File: src/rtl/mpush_pkg.sv
package mpush_pkg;
  typedef enum logic [2:0] {
    PH_IDLE  = 3'd0,
    PH_LINK  = 3'd1,
    PH_GP    = 3'd2,
    PH_RANGE = 3'd3,
    PH_GUARD = 3'd4,
    PH_FIN   = 3'd5
  } phase_e;
endpackage

File: src/rtl/mpush_order.sv
// Picks the first enabled push stage at or after a given stage.
module mpush_order
  import mpush_pkg::*;
(
  input  phase_e from_ph,
  input  logic   want_link,
  input  logic   want_gp,
  input  logic   want_range,
  input  logic   want_guard,
  output phase_e next_ph
);
  always_comb begin
    if (from_ph <= PH_LINK && want_link)        next_ph = PH_LINK;
    else if (from_ph <= PH_GP && want_gp)       next_ph = PH_GP;
    else if (from_ph <= PH_RANGE && want_range) next_ph = PH_RANGE;
    else if (from_ph <= PH_GUARD && want_guard) next_ph = PH_GUARD;
    else                                        next_ph = PH_FIN;
  end
endmodule

File: src/rtl/mpush_sp.sv
// Stack pointer register, write address and guard word.
module mpush_sp #(
  parameter int          AW      = 64,
  parameter int          WBYTES  = 8,
  parameter logic [63:0] MAGIC   = 64'h5A3C_96E1_0F78_C3A5
) (
  input  logic          clk,
  input  logic          rst_n,
  input  logic          load,
  input  logic          step,
  input  logic [AW-1:0] sp_init,
  output logic [AW-1:0] sp_q,
  output logic [AW-1:0] wr_addr,
  output logic [AW-1:0] guard_q
);
  localparam logic [AW-1:0] STEP = AW'(WBYTES);

  always_ff @(posedge clk or negedge rst_n) begin
    if (!rst_n) begin
      sp_q    <= '0;
      guard_q <= '0;
    end else if (load) begin
      sp_q    <= sp_init;
      guard_q <= MAGIC[AW-1:0] ^ sp_init;
    end else if (step) begin
      sp_q    <= sp_q - STEP;
    end
  end

  assign wr_addr = sp_q - STEP;
endmodule

File: src/rtl/mpush_range.sv
// Ascending register-range index walker.
module mpush_range #(
  parameter int IW = 6
) (
  input  logic          clk,
  input  logic          rst_n,
  input  logic          load,
  input  logic          step,
  input  logic [IW-1:0] lo_in,
  input  logic [IW-1:0] hi_in,
  output logic [IW-1:0] idx,
  output logic          last
);
  logic [IW-1:0] hi_q;

  always_ff @(posedge clk or negedge rst_n) begin
    if (!rst_n) begin
      idx  <= '0;
      hi_q <= '0;
    end else if (load) begin
      idx  <= lo_in;
      hi_q <= hi_in;
    end else if (step && !last) begin
      idx  <= idx + 1'b1;
    end
  end

  assign last = (idx == hi_q);
endmodule

File: src/rtl/mpush_seq.sv
module mpush_seq
  import mpush_pkg::*;
#(
  parameter int          AW     = 64,
  parameter int          DW     = 64,
  parameter int          IW     = 6,
  parameter int          WBYTES = DW / 8,
  parameter logic [63:0] MAGIC  = 64'h5A3C_96E1_0F78_C3A5
) (
  input  logic          clk,
  input  logic          rst_n,
  input  logic          start,
  input  logic [IW-1:0] hi_idx,
  input  logic [IW-1:0] lo_idx,
  input  logic          save_link,
  input  logic          save_gp,
  input  logic          emit_guard,
  input  logic [AW-1:0] sp_in,
  input  logic [DW-1:0] link_data,
  input  logic [DW-1:0] gp_data,
  output logic          busy,
  output logic          done,
  output logic [AW-1:0] sp_out,
  output logic [IW-1:0] rf_idx,
  input  logic [DW-1:0] rf_data,
  output logic          mem_valid,
  input  logic          mem_ready,
  output logic [AW-1:0] mem_addr,
  output logic [DW-1:0] mem_data
);
  phase_e        state_q, state_d, first_ph, adv_ph, succ_ph;
  logic          link_f, gp_f, range_f, guard_f;
  logic [DW-1:0] link_q, gp_q;
  logic [AW-1:0] guard_w;
  logic          accept, fire, rng_last, range_ok;

  assign accept   = start && (state_q == PH_IDLE);
  assign fire     = mem_valid && mem_ready;
  assign range_ok = (hi_idx >= lo_idx);
  assign succ_ph  = phase_e'(state_q + 3'd1);

  mpush_order u_first (
    .from_ph(PH_LINK), .want_link(save_link), .want_gp(save_gp),
    .want_range(range_ok), .want_guard(emit_guard), .next_ph(first_ph)
  );

  mpush_order u_adv (
    .from_ph(succ_ph), .want_link(link_f), .want_gp(gp_f),
    .want_range(range_f), .want_guard(guard_f), .next_ph(adv_ph)
  );

  mpush_sp #(.AW(AW), .WBYTES(WBYTES), .MAGIC(MAGIC)) u_sp (
    .clk(clk), .rst_n(rst_n), .load(accept), .step(fire),
    .sp_init(sp_in), .sp_q(sp_out), .wr_addr(mem_addr), .guard_q(guard_w)
  );

  mpush_range #(.IW(IW)) u_rng (
    .clk(clk), .rst_n(rst_n), .load(accept),
    .step(fire && state_q == PH_RANGE),
    .lo_in(lo_idx), .hi_in(hi_idx), .idx(rf_idx), .last(rng_last)
  );

  always_ff @(posedge clk or negedge rst_n) begin
    if (!rst_n) begin
      state_q <= PH_IDLE;
      link_f  <= 1'b0;
      gp_f    <= 1'b0;
      range_f <= 1'b0;
      guard_f <= 1'b0;
      link_q  <= '0;
      gp_q    <= '0;
    end else begin
      state_q <= state_d;
      if (accept) begin
        link_f  <= save_link;
        gp_f    <= save_gp;
        range_f <= range_ok;
        guard_f <= emit_guard;
        link_q  <= link_data;
        gp_q    <= gp_data;
      end
    end
  end

  always_comb begin
    state_d = state_q;
    case (state_q)
      PH_IDLE:  if (accept) state_d = first_ph;
      PH_LINK,
      PH_GP,
      PH_GUARD: if (fire) state_d = adv_ph;
      PH_RANGE: if (fire && rng_last) state_d = adv_ph;
      PH_FIN:   state_d = PH_IDLE;
      default:  state_d = PH_IDLE;
    endcase
  end

  always_comb begin
    case (state_q)
      PH_LINK:  mem_data = link_q;
      PH_GP:    mem_data = gp_q;
      PH_RANGE: mem_data = rf_data;
      PH_GUARD: mem_data = DW'(guard_w);
      default:  mem_data = '0;
    endcase
  end

  assign mem_valid = (state_q == PH_LINK) || (state_q == PH_GP) ||
                     (state_q == PH_RANGE) || (state_q == PH_GUARD);
  assign busy      = (state_q != PH_IDLE);
  assign done      = (state_q == PH_FIN);
endmodule

File: config.mk
export PLATFORM = sky130hd
export DESIGN_NAME = mpush_seq
export DESIGN_NICKNAME = d
export VERILOG_FILES = /design/src/rtl/mpush_pkg.sv /design/src/rtl/mpush_order.sv /design/src/rtl/mpush_sp.sv /design/src/rtl/mpush_range.sv /design/src/rtl/mpush_seq.sv
export SDC_FILE = /design/constraint.sdc
export NUM_CORES = 1
export LEC_CHECK = 0
export BUFFER_PORTS_ARGS = -buffer_cell sky130_fd_sc_hd__buf_2
export CORE_AREA = 2 2 184 186
export DETAILED_ROUTE_END_ITERATION = 7
export DIE_AREA = 0 0 186 188
export PLACE_DENSITY = 0.7
export SYNTH_ARGS = -nofsm -noshare
export SYNTH_HDL_FRONTEND = slang
export SYNTH_SLANG_ARGS = --single-unit
File: constraint.sdc
create_clock -name clk -period 4.54 [get_ports clk]
set_clock_uncertainty 0.2 [all_clocks]
set_input_delay 0.454 -clock clk [delete_from_list [all_inputs] [get_ports clk]]
set_output_delay 0.454 -clock clk [all_outputs]
set_load 0.01 [all_outputs]
==> impl_metrics.tcl, run 1 <==
set metrics [dict create \
    grt_antenna_before_repair 7 \
    synth_common_cells "nand2_1, dfrtp_1, a22oi_1" \
    ir_drop_uv 372 \
    fp.dieArea_um2 35000 \
    root_buffer "clkbuf_16" \
    wl_um 55600 \
    dr.pass1.iters 6 \
    cts_hold_buf 176 \
    place_ws_ns 0.963 \
    ys_warn_count 0 \
    cts_buffers 30 \
    cp-start-kind "register" \
    reg2reg_slack_ns 1.24 \
    first_global_vias 15004 \
    avgViaCountPerCell 5.44 \
    fin_tns_setup_ns 0 \
    cts_sinks 275 \
    max_slew_margin_pct 27.8 \
    globalplace.congestion 0.915 \
    final_cells 2755 \
    num_vias 14988 \
    rsz0062_at_grt "false" \
    post_cts_buffers 0 \
    leakage_uw 0.0101 \
    status "finished, final reports clean" \
    maxSlewViolCount 0 \
    hold_viol 0 \
    synthCells 1681 \
    fmax_mhz 240 \
    worstMarginPinSlew_ns 1.07 \
    hold_class "in2reg" \
    place_inst 2519 \
    period_share_pct 91.9 \
    maxCapViolations 0 \
    synth_cell_types 55 \
    crit_path_max_incr_delay_ns 0.64 \
    crit_chain "nor3_1, nand3_2, nor4_4, buf_4, and2_2, nand2_1, xnor2_1, buf_2" \
    synth-seq-area-share_pct 48.5 \
    async_flop_share_pct 100 \
    wire_per_inst_um 20.2 \
    grt.total_usage_pct 31.4 \
    core_um2 33100 \
    synth_top_cell_by_area "dfrtp_1" \
    overflow 0 \
    p_per_area_nw_per_um2 664 \
    area_growth_pct 39.8 \
    fin_crit_ns 4.17 \
    cts_resized 0 \
    path_class "reg2out" \
    rows 67 \
    start_util_pct 42.9 \
    synth_seq_cells 275 \
    crit_slowest_cell "nor4_4" \
    nFillCells 2895 \
    nNetsFinal 2570 \
    die_w_um 186 \
    setup_viol 0 \
    postRouteAntennaNets 0 \
    holdWs_ns 0.0127 \
    numPortBuffers 475 \
    synth_edf_count 0 \
    synth_fp_nets 1972 \
    yosysMostFrequentCell "nand2_1" \
    clk_latency_ns 0.55 \
    netlist_top_cells_area "dfrtp_1, nand2_1, a22oi_1, xor2_1, xnor2_1" \
    grt_pass1_wl_um 85000 \
    drive_gt1_share_pct 25.2 \
    synth-main-ff-cell "dfrtp_1" \
    ctsLongestPathBuffers 3 \
    endpoint_kind "output port" \
    worstPathRequired_ns 3.89 \
    cts_tree "done" \
    h-tree-depth 1 \
    io-pin-count 476 \
    synth.top_cell.area_share_pct 48.5 \
    drcViolationCount 0 \
    synth_area_per_cell_um2 8.44 \
    crit_fanout 8 \
    arrival_ns 3.52 \
    grt_start_max_net_pins 137 \
    dpl.hpwl_um 38800 \
    drtIter0Drc 1227 \
    postLayoutSetupSlackWorst_ns 0.369 \
    die_y_um 188 \
    clk_pin_slew_ns 0.06 \
    synth.cell_area_um2 14200 \
]
==> logic make-up (layout without fill, tap and decap cells) <==
kind of cell / after synthesis / count (layout) / share of synthesized area (%)
compound gates: 264 / 264 / 12.5
fa+ha+maj: 16 / 16 / 1.41
buf+inv: 126 / 747 / 3.55
flops: 275 / 275 / 48.5
mux: 1 / 1 / 0.0705
xor+xnor: 122 / 122 / 7.53
simple gates: 877 / 877 / 26.5
other cells: 0 / 5 / 0
==> path summary, 6_finish.rpt <==
path | end | startpoint | cells after the start
worst max-delay path | mem_addr[46] | u_sp.sp_q[7] | 8
worst min-delay path | u_sp.guard_q[6] | sp_in[6] | 3
worst max register to register | u_sp.sp_q[49] | u_sp.sp_q[29] | 7
worst min register to register | link_q[24] | link_q[24] | 2
max in group asynchronous | link_q[54] | rst_n | 3
min in group asynchronous | u_sp.guard_q[20] | rst_n | 2
==> area by class of cell <==
cell class	instances	area, um2	area share, %
Antenna cell	5	12.5	0.0631
Clock buffer	38	862	4.35
Clock inverter	17	194	0.978
Inverter	17	63.8	0.322
Multi-Input combinational cell	1280	6850	34.6
Sequential cell	275	6880	34.7
Tap cell	448	561	2.83
Timing Repair Buffer	675	4400	22.2
==> critical path, delay by kind of cell, from the launching register on <==
kind / cells / cell delay, ns
buffers and inverters: 2 / 0.41
DFF: 1 / 0.44
and+or+nand+nor: 5 / 1.95
xor gates and xnor gates: 1 / 0.17
==> stage by stage <==
stage	utilization, %	power, uW	instance area (um2)
after floorplan	-	7860	14200
after global placement	51.3	10200	17000
after detailed placement	51.3	10300	17000
after CTS	59.9	13100	19800
after global routing	59.9	14000	19800
final	59.9	13200	19800
==> cell usage in the layout, fill, tap and decap left out, drive strengths merged, types with 3 or more instances in the layout <==
cell	count
nor2b	6
a22oi	129
nand2b	5
nor2	83
xor2	62
o211ai	3
nor4	34
nand3b	3
nand2	638
a21oi	43
a31oi	3
and2	6
or2	7
or4	4
nand3	23
or3	11
dlygate4sd3	176
inv	17
dfrtp	275
and3	4
a21o	26
nand4b	3
ha	16
o21ai	47
bufinv	4
nor3	25
clkbuf	38
nand4	22
clkinv	11
xnor2	60
buf	499
diode	5
==> power breakdown <==
| group | switching [uW] | internal (uW) |
|---|---|---|
| Sequential | 1150 | 3600 |
| Clock | 1050 | 1560 |
| Combinational | 3520 | 2280 |
| Total | 5720 | 7440 |
==> metal layers <==
layer / vias to the layer above / GRT usage, % / share of wire (%)
li1: 6814 / - / -
met1: 7130 / 43.2 / 41
met2: 841 / 48.9 / 46
met3: 199 / 5.19 / 8.0
met4: 4 / 13.7 / 4.8
met5: - / 0 / 0.045
==> sequential cells by signal, indices dropped and copies added (netlist names) <==
name,flops
guard_f,1
link_q,64
u_rng.idx,6
gp_f,1
u_rng.hi_q,6
state_q,3
u_sp.sp_q,64
u_sp.guard_q,64
range_f,1
gp_q,64
link_f,1
No activity file was read; power rests on OpenSTA's default activity.
==> run 2, diff against run 1 <==
--- a/config.mk
+++ b/config.mk
@@ -6,10 +6,11 @@
 export NUM_CORES = 1
 export LEC_CHECK = 0
 export BUFFER_PORTS_ARGS = -buffer_cell sky130_fd_sc_hd__buf_2
-export CORE_AREA = 2 2 184 186
+export CORE_AREA = 2 2 186 188
 export DETAILED_ROUTE_END_ITERATION = 7
-export DIE_AREA = 0 0 186 188
-export PLACE_DENSITY = 0.7
+export DIE_AREA = 0 0 188 190
+export PLACE_DENSITY = 0.69
+export SLEW_MARGIN = 20
 export SYNTH_ARGS = -nofsm -noshare
 export SYNTH_HDL_FRONTEND = slang
 export SYNTH_SLANG_ARGS = --single-unit
==> constraint.sdc (replaced) <==
create_clock -name clk -period 4.2 [get_ports clk]
set_clock_uncertainty 0.2 [all_clocks]
set_input_delay 0.42 -clock clk [delete_from_list [all_inputs] [get_ports clk]]
set_output_delay 0.42 -clock clk [all_outputs]
set_load 0.01 [all_outputs]
==> run 2 against run 1 <==
  * The flow now finishes with violations (hold timing)
  * Combinational power grew 7.4%
  * Final area is 2.7% higher
  * Die area increased by 2.2%
  * Critical path type unchanged
  * Largest cell class unchanged
==> impl_metrics.tcl, run 2 (synthesis gave the netlist of run 1 again) <==
set metrics [dict create \
    reg2reg_depth 9 \
    post_cts_buffers 0 \
    worstPathRequired_ns 3.58 \
    total_power_uw 14700 \
    status "finished, violations left" \
    maxCapViolations 0 \
    path_class "reg2out" \
    hp-start "sp_in[4]" \
    cts_buffers 31 \
    p_per_area_nw_per_um2 719 \
    die_y_um 190 \
    crit_fanout 7 \
    globalplace.congestion 0.930 \
    avgViaCountPerCell 5.42 \
    period_share_pct 94.6 \
    endpoint_kind "output port" \
    maxSlewViolCount 0 \
    first_global_vias 14872 \
    root_buffer "clkbuf_16" \
    ir_drop_uv 524 \
    p_int_uw 8450 \
    holdWs_ns -0.0000956 \
    rsz0062_at_grt "false" \
    overflow 0 \
    nFillCells 2895 \
    reg2reg_slack_ns 1.01 \
    rows 68 \
    fin_crit_ns 3.97 \
    fp.dieArea_um2 35700 \
    cp-start-kind "register" \
    postRouteAntennaNets 0 \
    hold-path-cell-count 3 \
    seqPwrFrac_pct 35.4 \
    final_cell_mix "nand2_1, buf_2, dfrtp_1" \
    reg2reg_to "u_sp.sp_q[29]" \
    dpl.hpwl_um 38700 \
    worstMarginPinSlew_ns 0.883 \
    grt_antenna_before_repair 8 \
    switching_share_pct 42.3 \
    max_slew_margin_pct 40.6 \
    grt_pass1_wl_um 84100 \
    h-tree-depth 1 \
    num_vias 15190 \
    drcViolationCount 0 \
    clk_latency_ns 0.56 \
    final_common_cell "nand2_1" \
    numPortBuffers 475 \
    setup_viol 0 \
    wire_per_inst_um 19.6 \
    r2r-start "state_q[0]" \
    min_to "u_sp.guard_q[4]" \
    drive_gt1_share_pct 25.3 \
    grt_start_max_net_pins 96 \
    drtIter0Drc 1302 \
    nNetsFinal 2610 \
    arrival_ns 3.35 \
    hold_viol 1 \
    fmax_mhz 252 \
    power.switching_uw 6200 \
    clk_pin_slew_ns 0.06 \
    fin_tns_setup_ns 0 \
    area_growth_pct 43.6 \
    violations "hold timing" \
    die_w_um 188 \
    cts_tree "done" \
    register_area_um2 6880 \
    leakage_uw 0.0103 \
    pwr-share-comb_pct 42.5 \
    wl_um 55100 \
    io-pin-count 476 \
    grt.total_usage_pct 29.9 \
    start_util_pct 41.8 \
    clock_power_share_pct 22.0 \
    cts_sinks 275 \
    core_um2 33900 \
    multi_input_area_um2 6860 \
    ctsLongestPathBuffers 3 \
    hold_class "in2reg" \
    dr.pass1.iters 6 \
]
run 2: worst max path at each step:
stage | endpoint | startpoint | slack, ns | cells after the start
after detailed placement | mem_addr[43] | u_sp.sp_q[19] | 0.78 | 7
after CTS | mem_addr[43] | u_sp.sp_q[19] | 0.17 | 7
after floorplan | mem_addr[46] | u_sp.sp_q[14] | 1.29 | 8
after global routing | mem_addr[49] | u_sp.sp_q[3] | 0.1 | 9
final | mem_addr[56] | u_sp.sp_q[7] | 0.23 | 7
after global placement | mem_addr[43] | u_sp.sp_q[19] | 0.82 | 7
run 2: timing repair:
| action | 4_1_cts | 5_1_grt |
|---|---|---|
| endpoints found under the setup margin | 0 | 2 |
| endpoints found under the hold margin | 341 | 0 |
| gates resized for setup | 0 | 1 |
| hold buffers | 204 | 0 |
run 2: critical path, stage by stage (launching register included):
cell and delay (ns):
dfrtp_1 0.44, nor3_1 0.61, nand3_2 0.40, nor4_4 0.55, nand2_1 0.20, nor2_1 0.23, a32o_1 0.23, buf_2 0.15
run 2: area by class of cell:
class,count,share of cell area (%)
flip-flops and latches,275,33.8
multi-input cells,1280,33.7
repair buffers,714,23.4
clock buffers,38,4.18
well taps,455,2.79
clock inverters,18,1.76
inverters,17,0.313
diodes,8,0.0983
run 2: layer usage:
layer,GRT usage (%),routed length [um]
met5,0,0
met4,11.7,2270
met3,5.59,4680
met2,46.6,25000
met1,41.4,23200
run 2: stage by stage:
stage / util (%) / instances / setup slack (ns) / hold WS [ns] / instance area [um2]
after floorplan: - / 1681 / 1.29 / -0.0756 / 14200
after global placement: 50.4 / 2537 / 0.824 / 0.259 / 17100
after detailed placement: 50.4 / 2537 / 0.779 / 0.263 / 17100
after CTS: 59.9 / 2797 / 0.170 / 0.000138 / 20300
after global routing: 60.0 / 2805 / 0.0966 / 0.0181 / 20400
final: 60.0 / 2805 / 0.226 / -0.0000956 / 20400
run 2: power groups by stage:
stage	combinational, uW	sequential (uW)	clock [uW]
global route	6830	5340	3380
finish	6240	5190	3230
global placement	5920	5130	0
CTS	6190	5150	3270
detailed placement	6000	5170	0
floorplan	3670	4830	0
==> run 3, diff against run 2 <==
--- a/config.mk
+++ b/config.mk
@@ -5,11 +5,12 @@
 export SDC_FILE = /design/constraint.sdc
 export NUM_CORES = 1
 export LEC_CHECK = 0
+export ABC_AREA = 1
 export BUFFER_PORTS_ARGS = -buffer_cell sky130_fd_sc_hd__buf_2
-export CORE_AREA = 2 2 186 188
+export CORE_AREA = 2 2 184 186
 export DETAILED_ROUTE_END_ITERATION = 7
-export DIE_AREA = 0 0 188 190
-export PLACE_DENSITY = 0.69
+export DIE_AREA = 0 0 186 188
+export PLACE_DENSITY = 0.73
 export SLEW_MARGIN = 20
 export SYNTH_ARGS = -nofsm -noshare
 export SYNTH_HDL_FRONTEND = slang
==> run 3 against run 2 <==
  * The run now ends clean
  * Combinational power up 12%
  * Final area up 1.5%
  * Sequential share of layout area down 0.51 points
  * Die area down 2.1%
  * Synthesized cell count up 22%
  * Sequential cell count unchanged
  * Power up 0.77%
  * Worst setup slack better by 0.28 ns
  * Routed wire length up 13%
  * Critical path type unchanged
  * Critical endpoint is now mem_data[48]
==> impl_metrics.tcl, run 3 <==
set metrics [dict create \
    status "finished, final reports clean" \
    hold_class "in2reg" \
    rows 67 \
    postRouteAntennaNets 0 \
    drive_gt1_share_pct 22.6 \
    worstMarginPinSlew_ns 1.04 \
    hold_viol 0 \
    final_common_cell "nand2_1" \
    drcViolationCount 0 \
    grt_pass1_wl_um 94200 \
    io-pin-count 476 \
    final_util_pct 62.5 \
    maxCapViolations 0 \
    grt_antenna_before_repair 9 \
    reg2reg_to "gp_q[34]" \
    first_global_vias 16754 \
    crit_fanout 35 \
    num_vias 17041 \
    reg2reg_slack_ns 0.96 \
    max_slew_margin_pct 31.0 \
    crit_path_max_incr_delay_ns 0.61 \
    synth_seq_cells 275 \
    holdWs_ns 0.0216 \
    root_buffer "clkbuf_16" \
    globalplace.congestion 0.997 \
    dr.pass1.iters 7 \
    drtIter0Drc 1707 \
    cts_tree "done" \
    p_per_area_nw_per_um2 714 \
    maxSlewViolCount 0 \
    synth_cell_types 40 \
    synth_top_cell_by_area "dfrtp_1" \
    dpl_cell_area_um2 17700 \
    nNetsFinal 2954 \
    wire_per_inst_um 19.9 \
    fin_tns_setup_ns 0 \
    die_w_um 186 \
    synthCells 2047 \
    clk_latency_ns 0.57 \
    die_y_um 188 \
    crit_chain "inv_1, ha_1, buf_4, nand2_2, o2111ai_1, buf_2" \
    crit_slowest_cell "nand2_2" \
    final_area_um2 20700 \
    post_cts_buffers 0 \
    numPortBuffers 475 \
    final_cell_mix "nand2_1, buf_2, dfrtp_1" \
    hp-start "save_link" \
    total_power_uw 14800 \
    ys_warn_count 0 \
    h-tree-depth 1 \
    core_um2 33100 \
    period_share_pct 87.9 \
    grt.total_usage_pct 35.1 \
    ir_drop_uv 489 \
    min_to "link_f" \
    dpl.hpwl_um 43300 \
    fmax_mhz 271 \
    synth_area_per_cell_um2 7.36 \
    synth_common_cells "nand2_1, dfrtp_1, nor2_1" \
    async_flop_share_pct 100 \
    ctsLongestPathBuffers 3 \
    synth.cell_area_um2 15100 \
    synth.top_cell.area_share_pct 45.7 \
    grt_start_max_net_pins 273 \
    leakage_uw 0.0105 \
    reg2reg_depth 8 \
    rsz0062_at_grt "false" \
    endpoint_kind "output port" \
    clk_pin_slew_ns 0.06 \
    fp.dieArea_um2 35000 \
    r2r-start "state_q[0]" \
    synth_edf_count 0 \
    area_growth_pct 37.4 \
    synth_fp_nets 2338 \
    cts_resized 0 \
    start_util_pct 45.5 \
    fin_crit_ns 3.69 \
    netlist_top_cells_area "dfrtp_1, nand2_1, nor2_1, a21oi_1, o21ai_0" \
    setup_viol 0 \
    path_class "reg2out" \
    synth-main-ff-cell "dfrtp_1" \
    yosysMostFrequentCell "nand2_1" \
    cp-start-kind "register" \
    crit_path_start "state_q[0]" \
    arrival_ns 3.07 \
    synth-seq-area-share_pct 45.7 \
    worstPathRequired_ns 3.58 \
    wl_um 62400 \
    cts_sinks 275 \
    hold-path-cell-count 3 \
    cts_buffers 31 \
    overflow 0 \
    avgViaCountPerCell 5.42 \
]
-- run 3: changes by cell type after synthesis, moves of 32 or more --
cell / previous run / this run
nand2_1: 638 / 913
inv_1: 17 / 99
o2111ai_1: 0 / 35
buf_2: 4 / 41
nand3_1: 21 / 75
clkbuf_1: 87 / 48
a21oi_1: 43 / 99
a22oi_1: 129 / 0
o21ai_0: 45 / 77
xor2_1: 62 / 13
nor2_1: 82 / 176
xnor2_1: 60 / 9
-- run 3: how the worst max path moves through the flow --
| stage | end | depth (start not counted) |
|---|---|---|
| floorplan | mem_addr[63] | 8 |
| CTS | mem_data[48] | 6 |
| detailed placement | gp_q[28] | 8 |
| global route | mem_data[48] | 6 |
| finish | mem_data[48] | 6 |
| global placement | mem_data[48] | 6 |
-- run 3: layout make-up --
type / instances / area [um2]
fill: 2845 / 12400
multi-input combinational: 1563 / 7290
sequential: 275 / 6880
timing repair buffer: 688 / 4530
clock buffer: 48 / 940
tap: 448 / 561
inverter: 104 / 400
clock inverter: 8 / 57.6
antenna: 8 / 20.0
-- run 3: kinds of logic after synthesis --
family                   count (synthesis)  synth area share, %
flip-flops                             275                 45.7
buffers and inverters                  209                 5.95
AND/OR/NAND/NOR                       1272                 35.2
XOR/XNOR                                33                 2.47
adder cells (fa/ha/maj)                 16                 1.33
AO/OA/AOI/OAI                          242                 9.31
-- run 3: layer usage --
layer,vias up,routed length [um],share of wire [%],global-route usage [%]
met1,8063,25500,41,47.0
met2,1015,28300,45,55.7
met3,204,5570,8.9,6.23
met4,2,3050,4.9,15.3
li1,7757,-,-,-
met5,-,13,0.021,0
-- run 3: what timing repair did --
item | 4_1_cts | 5_1_grt
endpoints found under the hold margin | 331 | 0
endpoints found under the setup margin | 0 | 0
hold buffers | 196 | 0
-- run 3: power breakdown --
group / switching (uW) / total, uW / internal (uW)
Clock: 1140 / 2680 / 1530
Combinational: 4500 / 6990 / 2480
Sequential: 1160 / 5100 / 3940
Total: 6810 / 14800 / 7950
-- run 3: critical path: cells and delay by family, from the launching register on --
family | cells | cell delay [ns]
AO/OA/AOI/OAI | 1 | 0.54
adder cells (fa/ha/maj) | 1 | 0.21
flip-flops | 1 | 0.42
AND/OR/NAND/NOR | 1 | 0.61
buffers and inverters | 3 | 0.70
-- run 3: metrics by stage --
stage / setup WS [ns] / instances
2_1_floorplan: 1.90 / 2047
3_3_place_gp: 1.11 / 2881
3_5_place_dp: 1.07 / 2881
4_1_cts: 0.507 / 3133
5_1_grt: 0.325 / 3142
6_report: 0.510 / 3142
